===== config.mk =====
export PLATFORM = sky130hd
export DESIGN_NAME = dbuf_cmp_timer
export DESIGN_NICKNAME = d
export VERILOG_FILES = /design/src/rtl/dbt_pkg.sv /design/src/rtl/dbt_counter.sv /design/src/rtl/dbt_cmp_regs.sv /design/src/rtl/dbt_wave_gen.sv /design/src/rtl/dbuf_cmp_timer.sv
export SDC_FILE = /design/constraint.sdc
export NUM_CORES = 1
export LEC_CHECK = 0
export ABC_AREA = 1
export CAP_MARGIN = 20
export CORE_ASPECT_RATIO = 1.25
export CORE_UTILIZATION = 48
export DETAILED_ROUTE_END_ITERATION = 16
export PLACE_DENSITY = 0.71
export SLEW_MARGIN = 20
export SYNTH_ARGS = -nofsm -noshare
export SYNTH_HDL_FRONTEND = slang
export SYNTH_HIERARCHICAL = 1
export SYNTH_SLANG_ARGS = --single-unit

===== constraint.sdc =====
create_clock -name clk -period 2.37 [get_ports clk]
set_input_delay 0.3555 -clock clk [delete_from_list [all_inputs] [get_ports clk]]
set_output_delay 0.3555 -clock clk [all_outputs]
set_load 0.05 [all_outputs]

===== src/rtl/dbt_pkg.sv =====
// Package: shared types and helpers for the buffered compare timer.
// Assumes a 2-bit mode code; code 3 is folded onto the interval timer.
package dbt_pkg;

    typedef enum logic [1:0] {
        MODE_TIMER = 2'd0,
        MODE_PWM   = 2'd1,
        MODE_PPG   = 2'd2
    } tmr_mode_e;

    // Map the raw mode code onto an operating mode.
    function automatic tmr_mode_e decode_mode(input logic [1:0] code);
        tmr_mode_e m;
        case (code)
            2'd1:    m = MODE_PWM;
            2'd2:    m = MODE_PPG;
            default: m = MODE_TIMER;
        endcase
        return m;
    endfunction

endpackage


===== src/rtl/dbt_counter.sv =====
// Module: dbt_counter
// Up counter with compare and wrap detection. The wrap point is all-ones,
// or 2^n-1 in PWM mode, where n is picked by pwm_sel from a generated table.
// A zero compare value matches on wrap. Timer and pulse-generator modes
// clear the counter on a match; PWM mode lets it run to the wrap point.
// Assumes tick is synchronous to clk. The event outputs are combinational
// and already qualified with tick.
module dbt_counter
    import dbt_pkg::*;
#(
    parameter int CNT_W     = 8,
    parameter int PWM_MIN_N = 6,
    parameter int SEL_W     = 2
) (
    input  logic             clk,
    input  logic             rst_n,
    input  logic             tick,
    input  tmr_mode_e        mode,
    input  logic [SEL_W-1:0] pwm_sel,
    input  logic [CNT_W-1:0] cmp,
    output logic             hit_ev,
    output logic             wrap_ev
);

    localparam int NUM_SEL = 1 << SEL_W;

    logic [NUM_SEL-1:0][CNT_W-1:0] top_tab;
    logic [CNT_W-1:0]              cnt_q;
    logic [CNT_W-1:0]              top_val;
    logic                          at_top;
    logic                          cmp_eq;
    logic                          clr_on_hit;

    // One wrap point per period select, capped at the counter width.
    generate
        for (genvar g = 0; g < NUM_SEL; g++) begin : g_top
            localparam int N_RAW = PWM_MIN_N + g;
            localparam int N_EFF = (N_RAW > CNT_W) ? CNT_W : N_RAW;
            assign top_tab[g] = {CNT_W{1'b1}} >> (CNT_W - N_EFF);
        end
    endgenerate

    // Choose the wrap point and form the compare and wrap conditions.
    always_comb begin
        top_val    = (mode == MODE_PWM) ? top_tab[pwm_sel] : {CNT_W{1'b1}};
        at_top     = (cnt_q == top_val);
        cmp_eq     = (cmp != '0) ? (cnt_q == cmp) : at_top;
        clr_on_hit = (mode != MODE_PWM);
        hit_ev     = tick && cmp_eq;
        wrap_ev    = tick && at_top;
    end

    // Advance, clear on a match or wrap to zero on each tick.
    always_ff @(posedge clk) begin
        if (!rst_n) begin
            cnt_q <= '0;
        end else if (tick) begin
            if ((clr_on_hit && cmp_eq) || at_top) begin
                cnt_q <= '0;
            end else begin
                cnt_q <= cnt_q + 1'b1;
            end
        end
    end

endmodule


===== src/rtl/dbt_cmp_regs.sv =====
// Module: dbt_cmp_regs
// Compare register, the shadow register in front of it, and the staging
// enable bit. A write goes to both registers when staging is off or the
// mode is the interval timer; otherwise it goes to the shadow only. A copy
// point moves the old shadow value into the compare register, so data
// written on the same edge waits for the next copy point.
// Assumes xfer_pt is already limited to PWM wrap or pulse-generator restart.
module dbt_cmp_regs
    import dbt_pkg::*;
#(
    parameter int CNT_W = 8
) (
    input  logic             clk,
    input  logic             rst_n,
    input  logic             wr_en,
    input  logic [CNT_W-1:0] wr_data,
    input  logic             stage_we,
    input  logic             stage_val,
    input  tmr_mode_e        mode,
    input  logic             xfer_pt,
    output logic [CNT_W-1:0] cmp_q,
    output logic             stage_q,
    output logic             xfer
);

    logic [CNT_W-1:0] shadow_q;
    logic             direct;

    // Decide where a write lands and whether a copy happens.
    always_comb begin
        direct = !stage_q || (mode == MODE_TIMER);
        xfer   = stage_q && xfer_pt;
    end

    // Staging enable bit, cleared by reset.
    always_ff @(posedge clk) begin
        if (!rst_n) begin
            stage_q <= 1'b0;
        end else if (stage_we) begin
            stage_q <= stage_val;
        end
    end

    // The shadow register takes every write.
    always_ff @(posedge clk) begin
        if (!rst_n) begin
            shadow_q <= '0;
        end else if (wr_en) begin
            shadow_q <= wr_data;
        end
    end

    // The compare register takes a direct write or the old shadow value at a copy.
    always_ff @(posedge clk) begin
        if (!rst_n) begin
            cmp_q <= '0;
        end else if (wr_en && direct) begin
            cmp_q <= wr_data;
        end else if (xfer) begin
            cmp_q <= shadow_q;
        end
    end

endmodule


===== src/rtl/dbt_wave_gen.sv =====
// Module: dbt_wave_gen
// Registers the match and wrap pulses and builds the waveform:
// - timer mode: held low;
// - PWM: set at wrap and cleared at match, and a zero compare keeps it low;
// - pulse generator: toggled at every match.
// Assumes the event inputs are already qualified with tick.
module dbt_wave_gen
    import dbt_pkg::*;
(
    input  logic      clk,
    input  logic      rst_n,
    input  tmr_mode_e mode,
    input  logic      hit_ev,
    input  logic      wrap_ev,
    input  logic      cmp_nz,
    output logic      match_o,
    output logic      ovf_o,
    output logic      wave_o
);

    logic wave_d;

    // Next waveform level for the current mode.
    always_comb begin
        case (mode)
            MODE_PWM: begin
                if (wrap_ev)     wave_d = cmp_nz;
                else if (hit_ev) wave_d = 1'b0;
                else             wave_d = wave_o;
            end
            MODE_PPG: wave_d = hit_ev ? !wave_o : wave_o;
            default:  wave_d = 1'b0;
        endcase
    end

    // Output registers for pulses and waveform.
    always_ff @(posedge clk) begin
        if (!rst_n) begin
            match_o <= 1'b0;
            ovf_o   <= 1'b0;
            wave_o  <= 1'b0;
        end else begin
            match_o <= hit_ev;
            ovf_o   <= wrap_ev;
            wave_o  <= wave_d;
        end
    end

endmodule


===== src/rtl/dbuf_cmp_timer.sv =====
// Module: dbuf_cmp_timer (top)
// One timer channel: counter with compare, compare register with optional
// shadow staging, and waveform output. Copy points are the PWM wrap and the
// pulse-generator restart. Assumes all inputs are synchronous to clk.
module dbuf_cmp_timer
    import dbt_pkg::*;
#(
    parameter int CNT_W     = 8,
    parameter int PWM_MIN_N = 6,
    parameter int SEL_W     = 2
) (
    input  logic             clk,
    input  logic             rst_n,
    input  logic             tick,
    input  logic             wr_en,
    input  logic [CNT_W-1:0] wr_data,
    input  logic             stage_we,
    input  logic             stage_val,
    input  logic [1:0]       mode,
    input  logic [SEL_W-1:0] pwm_sel,
    output logic             match_o,
    output logic             ovf_o,
    output logic             wave_o
);

    tmr_mode_e        mode_e;
    logic [CNT_W-1:0] cmp_q;
    logic             stage_q;
    logic             xfer;
    logic             xfer_pt;
    logic             hit_ev;
    logic             wrap_ev;
    logic             cmp_nz;

    // Decode the mode and mark the copy points for staged data.
    always_comb begin
        mode_e  = decode_mode(mode);
        cmp_nz  = (cmp_q != '0);
        xfer_pt = ((mode_e == MODE_PWM) && wrap_ev) ||
                  ((mode_e == MODE_PPG) && hit_ev);
    end

    dbt_counter #(
        .CNT_W     (CNT_W),
        .PWM_MIN_N (PWM_MIN_N),
        .SEL_W     (SEL_W)
    ) u_counter (
        .clk     (clk),
        .rst_n   (rst_n),
        .tick    (tick),
        .mode    (mode_e),
        .pwm_sel (pwm_sel),
        .cmp     (cmp_q),
        .hit_ev  (hit_ev),
        .wrap_ev (wrap_ev)
    );

    dbt_cmp_regs #(
        .CNT_W (CNT_W)
    ) u_cmp_regs (
        .clk       (clk),
        .rst_n     (rst_n),
        .wr_en     (wr_en),
        .wr_data   (wr_data),
        .stage_we  (stage_we),
        .stage_val (stage_val),
        .mode      (mode_e),
        .xfer_pt   (xfer_pt),
        .cmp_q     (cmp_q),
        .stage_q   (stage_q),
        .xfer      (xfer)
    );

    dbt_wave_gen u_wave (
        .clk     (clk),
        .rst_n   (rst_n),
        .mode    (mode_e),
        .hit_ev  (hit_ev),
        .wrap_ev (wrap_ev),
        .cmp_nz  (cmp_nz),
        .match_o (match_o),
        .ovf_o   (ovf_o),
        .wave_o  (wave_o)
    );

endmodule


==> results.toml, run 1 <==
[status]
status = "completed"

[synth]
yosys.area.top_type = "dfxtp_1"
yosys-top-cells-area = "dfxtp_1 34%, nand2_1 16%, nor2_1 8.6%"
seq_area_frac_synth_pct = 33.7
synth_seq_cells = 28
synth_cell_types = 24
avgSynthCellArea_sq_um = 6.50
syn_inst = 256
synth_area_sq_um = 1660
synth_warnings = 6
synth_top_area_share_pct = 33.7
synth_nets = 277

[grt]
grt_remaining_overflow = 0
grt_pass1_vias = 1297
grt_pass1_wl_um = 5220
antenna_found_initial = 0
grt_max_degree = 17
grt_usage_pct = 19.3

[route]
wl_per_cell_um = 9.65
dr.pass1.iters = 4
vias_per_cell = 4.73
drc = 0
drtIter0Drc = 32
ant_nets = 0
drt-total-wl_um = 3110
vias = 1522

[floorplan]
core-area_sq_um = 3250
ios = 21
num_rows = 23
die_y_um = 67.8
dieArea_sq_um = 3710
die_x_um = 54.6
initial_core_util_pct = 51.1

[timing]
grt_setup_unrepaired = "false"
timing.final.crit_share_pct = 90.5
fin_setup_tns_ns = 0
period_minus_slack_ns = 2.14
slew_violations = 0
skew_ns = 0.00377
timing.fmax_ghz = 0.466
setup_slack_ns = 0.225
holdWs_ns = 0.487
tightest_slew_ns = 0.498
finalSetupViolations = 0
hold_violations = 0
slew_headroom_pct = 66.7

[clock_network]
insertion_delay_ns = 0.28
clockRootBuffer = "clkbuf_8"
postCtsSetupBuffers = 0
cts_resized = 0
clk_pin_slew_worst_paths_ns = 0.10
clockBufferDepth = 2
postCtsHoldBufs = 0
cts_sinks = 28
cts_buffers = 3
cts_tree = "yes"
htreeDepth = 1

[pwr]
p_switching_uw = 280
p_int_uw = 736
powerDensity_nw_per_um2 = 507
p_seq_share_pct = 51.4
swShare_pct = 27.5
ir_worst_vdd_v = 0.000371
p_clk_share_pct = 29.7
p_comb_share_pct = 18.9
leakagePower_nw = 0.917

[final_layout]
num_antenna_cells = 0
layout-drive-gt1-share_pct = 11.2
register_area_sq_um = 561
syn_to_final_growth_pct = 20.5
fillCellCount = 324
nets = 307
multi_input_area_sq_um = 923

[critical_path]
worstPathRequired_ns = 2.59
critPathMaxStageDelay_ns = 0.49
cpMaxStageDelayCell = "clkdlybuf4s50_1"
worstSetupStartpointType = "input pin"
critical_path_class = "input pin to register"
arrival_ns = 2.36
cp-end-kind = "register"
path_common_cell = "nand2_1"
cp_cell_sequence = "clkdlybuf4s50_1, inv_1, nor2_2, nand2_1, o21ai_0, inv_1, nor2_2, nand3b_1, a21oi_1, nand2_1, nand2_1, nand2_2, inv_2, nand2_1, nand2_2, nand2_1, a21oi_1"
cp_max_fo = 7

[placement]
pre_cts_slack_ns = -0.0307
place.gp.congestion = 0.758
portBuffers = 20
post-dp-hpwl_um = 2420

[worst_hold_path]
hold_path.class = "register to register"

[flow_run]
maxCapViolations = 0
[layout make-up]
class / instances / share of cell area (%)
Tap cell: 37 / 2.31
Multi-Input combinational cell: 184 / 46.1
Inverter: 40 / 7.50
Sequential cell: 28 / 28.0
Timing Repair Buffer: 29 / 13.4
Clock buffer: 4 / 2.75
[synthesized netlist by cell type, drive strengths merged]
cell type  number
a21oi          12
nor2           44
xnor2           5
inv            39
dfxtp          28
o21ai          12
nand4           3
clkinv          1
nand3b          8
buf             4
ha              3
nand2          76
nand3          17
xor2            4
[kinds of logic (layout without fill, tap and decap cells)]
kind of cell / count (synthesis) / count (layout) / synth area share (%)
DFF: 28 / 28 / 33.7
xor gates and xnor gates: 9 / 9 / 4.74
buffers and inverters: 44 / 73 / 10.8
AOI/OAI and AO/OA: 24 / 24 / 7.90
and+or+nand+nor: 148 / 148 / 40.6
adders and majority gates: 3 / 3 / 2.26
[per-layer routing]
metal  track usage, %  vias to the layer above  wire (um)
li1                 -                      842          -
met1             22.2                      652       1440
met2             34.3                       23       1520
met3             1.35                        5         83
met4             9.62                        0         71
met5                0                        -          0
[sequential cells by signal, summed over array words and instances, names as in the netlist]
| signal | count |
|---|---|
| u_wave/ovf_o | 1 |
| u_cmp_regs/cmp_q | 8 |
| u_counter/cnt_q | 8 |
| u_cmp_regs/shadow_q | 8 |
| u_wave/match_o | 1 |
| u_cmp_regs/stage_q | 1 |
| u_wave/wave_o | 1 |
[worst max-delay path, delay by kind of cell]
family | cells | cell delay, ns
compound gates | 3 | 0.44
buf+inv | 4 | 0.75
simple gates | 10 | 0.82
[layout by cell type (no fill, tap or decap)]
master           Yosys  final
nor2_4               1      1
inv_1               37     37
clkinv_1             1      1
nand3_2              3      3
nand4_2              1      1
o21ai_4              1      1
a21oi_1             12     12
nand2_2              5      5
nand2_1             70     70
nand3_1             14     14
ha_1                 3      3
nand2_4              1      1
nand3b_1             8      8
nor2_2               5      5
clkbuf_8             0      4
nand4_1              2      2
xor2_1               4      4
inv_2                2      2
buf_4                1      9
dfxtp_1             28     28
nor2_1              38     38
clkdlybuf4s50_1      0     20
xnor2_1              5      5
o21ai_0             11     11
[through the flow]
| stage | cell area (sq um) | std cells | power, mW | utilization [%] |
|---|---|---|---|---|
| after detailed placement | 1950 | 318 | 0.727 | 59.9 |
| final | 2000 | 322 | 1.02 | 61.6 |
| after global routing | 2000 | 322 | 1.07 | 61.6 |
| after global placement | 1950 | 318 | 0.724 | 59.9 |
| after floorplan | 1660 | 256 | 0.659 | - |
| after CTS | 2000 | 322 | 1.03 | 61.6 |
[power groups by stage]
stage / clock [mW] / sequential (mW) / combinational [mW]
CTS: 0.317 / 0.523 / 0.194
global placement: 0 / 0.533 / 0.191
detailed placement: 0 / 0.534 / 0.194
floorplan: 0 / 0.534 / 0.125
finish: 0.302 / 0.522 / 0.192
global route: 0.323 / 0.527 / 0.224
[path summary, 6_finish.rpt]
kind | startpoint | endpoint | slack, ns | cells past startpoint
worst max-delay path | mode[0] | u_cmp_regs/cmp_q[6] | 0.23 | 17
worst min-delay path | u_cmp_regs/shadow_q[7] | u_cmp_regs/shadow_q[7] | 0.49 | 2
worst max register to register | u_counter/cnt_q[0] | u_cmp_regs/cmp_q[6] | 0.31 | 15
worst min register to register | u_cmp_regs/shadow_q[7] | u_cmp_regs/shadow_q[7] | 0.49 | 2
No activity file was read; power rests on OpenSTA's default activity.
==> inputs of run 2 (changes only) <==
CORE_MARGIN = 4   (was not set)
SETUP_SLACK_MARGIN = 0.5   (was not set)
==> results.toml, run 2 (synthesis gave the netlist of run 1 again) <==
[timing]
skew_ns = 0.00976
slew_violations = 0
grt_setup_unrepaired = "true"
finalSetupViolations = 0
fin_setup_tns_ns = 0
hold_violations = 0
tightest_slew_ns = 0.497
period_minus_slack_ns = 1.83
timing.fmax_ghz = 0.546
timing.final.crit_share_pct = 77.3
slew_headroom_pct = 66.7

[grt]
grt_remaining_overflow = 0
antenna_found_initial = 0
grt_max_degree = 17
grt_pass1_wl_um = 5710
grt_pass1_vias = 1370
grt_usage_pct = 16.8

[flow_run]
maxCapViolations = 0

[critical_path]
critPathMaxStageDelay_ns = 0.37
cpMaxStageDelayCell = "dfxtp_4"
arrival_ns = 2.05
cp_top_family = "simple AND/OR/NAND/NOR gates"
cp-end-kind = "register"
cp_cell_sequence = "ha_4, nand3_2, nor2_2, nand2_1, nor2_2, buf_4, nand3_2, inv_1, nand2_1, nand2_2, nand2_4, inv_4, nand2_1, nand2_1, nand2_1, a21oi_1"
cp_num_buf_inv = 3
critical_path_class = "register to register"
worstSetupStartpointType = "register"
cp_max_fo = 7
path_common_cell = "nand2_1"
worstPathRequired_ns = 2.59

[clock_network]
clockBufferDepth = 2
clk_pin_slew_worst_paths_ns = 0.09
cts_buffers = 3
postCtsHoldBufs = 0
cts_tree = "yes"
clockRootBuffer = "clkbuf_8"
htreeDepth = 1
cts_sinks = 28
insertion_delay_ns = 0.29

[final_layout]
layout-drive-gt1-share_pct = 19.2
final_cell_mix = "68 x nand2_1, 35 x nor2_1, 34 x inv_1"
final_area_sq_um = 2150
final_common_cell = "nand2_1"
num_antenna_cells = 0
reg_top3 = "u_cmp_regs/cmp_q: 8 flops, u_cmp_regs/shadow_q: 8 flops, u_counter/cnt_q: 8 flops"
syn_to_final_growth_pct = 29.3
utilization_pct = 65.6
nets = 314

[floorplan]
die_x_um = 60.6
die_y_um = 73.8
num_rows = 23
dieArea_sq_um = 4480
ios = 21
core-area_sq_um = 3280
initial_core_util_pct = 50.7

[placement]
post-dp-hpwl_um = 2560
portBuffers = 20
place.gp.congestion = 0.776
placed_area_sq_um = 1970

[route]
ant_nets = 0
dr.pass1.iters = 4
drc = 0
drt-total-wl_um = 3370
drtIter0Drc = 63
wl_per_cell_um = 10.2
vias = 1569
vias_per_cell = 4.77

[worst_hold_path]
hold_path.class = "register to register"

[status]
status = "completed"

[pwr]
ir_worst_vdd_v = 0.000419
leakagePower_nw = 0.983
powerDensity_nw_per_um2 = 524
run 2: cell types whose count changed in the layout (fill, tap and decap cells not counted), sizes merged:
cell	change
buf	+8
clkdlybuf4s15	+1
clkbuf	-1
dlymetal6s2s	+1
bufinv	+1
clkdlybuf4s50	-3
run 2: area by class of cell:
class | count | area (sq um)
multi-input cells | 184 | 985
flip-flops and latches | 28 | 567
inverters | 40 | 153
fillers | 322 | 1130
repair buffers | 36 | 329
clock buffers | 3 | 41.3
clock inverters | 1 | 30.0
well taps | 37 | 46.3
run 2: path summary, 6_finish.rpt:
path	start	to	slack (ns)	cells after the start
worst max register to register	u_counter/cnt_q[0]	u_cmp_regs/cmp_q[0]	0.54	16
worst max-delay path	u_counter/cnt_q[0]	u_cmp_regs/cmp_q[0]	0.54	16
worst min-delay path	u_cmp_regs/shadow_q[7]	u_cmp_regs/shadow_q[7]	0.49	2
worst min register to register	u_cmp_regs/shadow_q[7]	u_cmp_regs/shadow_q[7]	0.49	2
run 2: worst register-to-register path, cell delays in order, from the launching register on:
cell and delay [ns]:
dfxtp_4 0.37, ha_4 0.14, nand3_2 0.08, nor2_2 0.10, nand2_1 0.07, nor2_2 0.13, buf_4 0.12, nand3_2 0.07
inv_1 0.09, nand2_1 0.06, nand2_2 0.09, nand2_4 0.08, inv_4 0.10, nand2_1 0.05, nand2_1 0.06, nand2_1 0.06
a21oi_1 0.11
run 2: per-layer routing:
metal  share of wire (%)  routed length (um)  track usage (%)
met1                  44                1480             18.8
met2                  51                1730             30.3
met3                 3.4                 116             3.69
met4                 1.3                  45             5.78
met5                   0                   0                0
run 2: report_power, final:
| group | switching [mW] | total, mW | internal (mW) |
|---|---|---|---|
| Sequential | 0.0240 | 0.523 | 0.499 |
| Combinational | 0.115 | 0.220 | 0.105 |
| Clock | 0.158 | 0.385 | 0.227 |
| Total | 0.298 | 1.13 | 0.830 |
run 2: what timing repair did:
action                     4_1_cts  5_1_grt
setup endpoints to repair        9        9
buffers inserted                 5        2
cloned                           0        0
pin swaps                       14       13
gates resized for setup         18        8
run 2: stage by stage:
stage / instances / hold slack (ns) / power, mW / setup slack, ns
final: 329 / 0.492 / 1.13 / 0.539
after global routing: 329 / 0.538 / 1.19 / 0.343
after CTS: 327 / 0.498 / 1.14 / 0.499
after detailed placement: 318 / 0.483 / 0.736 / -0.0642
after global placement: 318 / 0.482 / 0.732 / -0.0267
after floorplan: 256 / 0.434 / 0.663 / 0.506
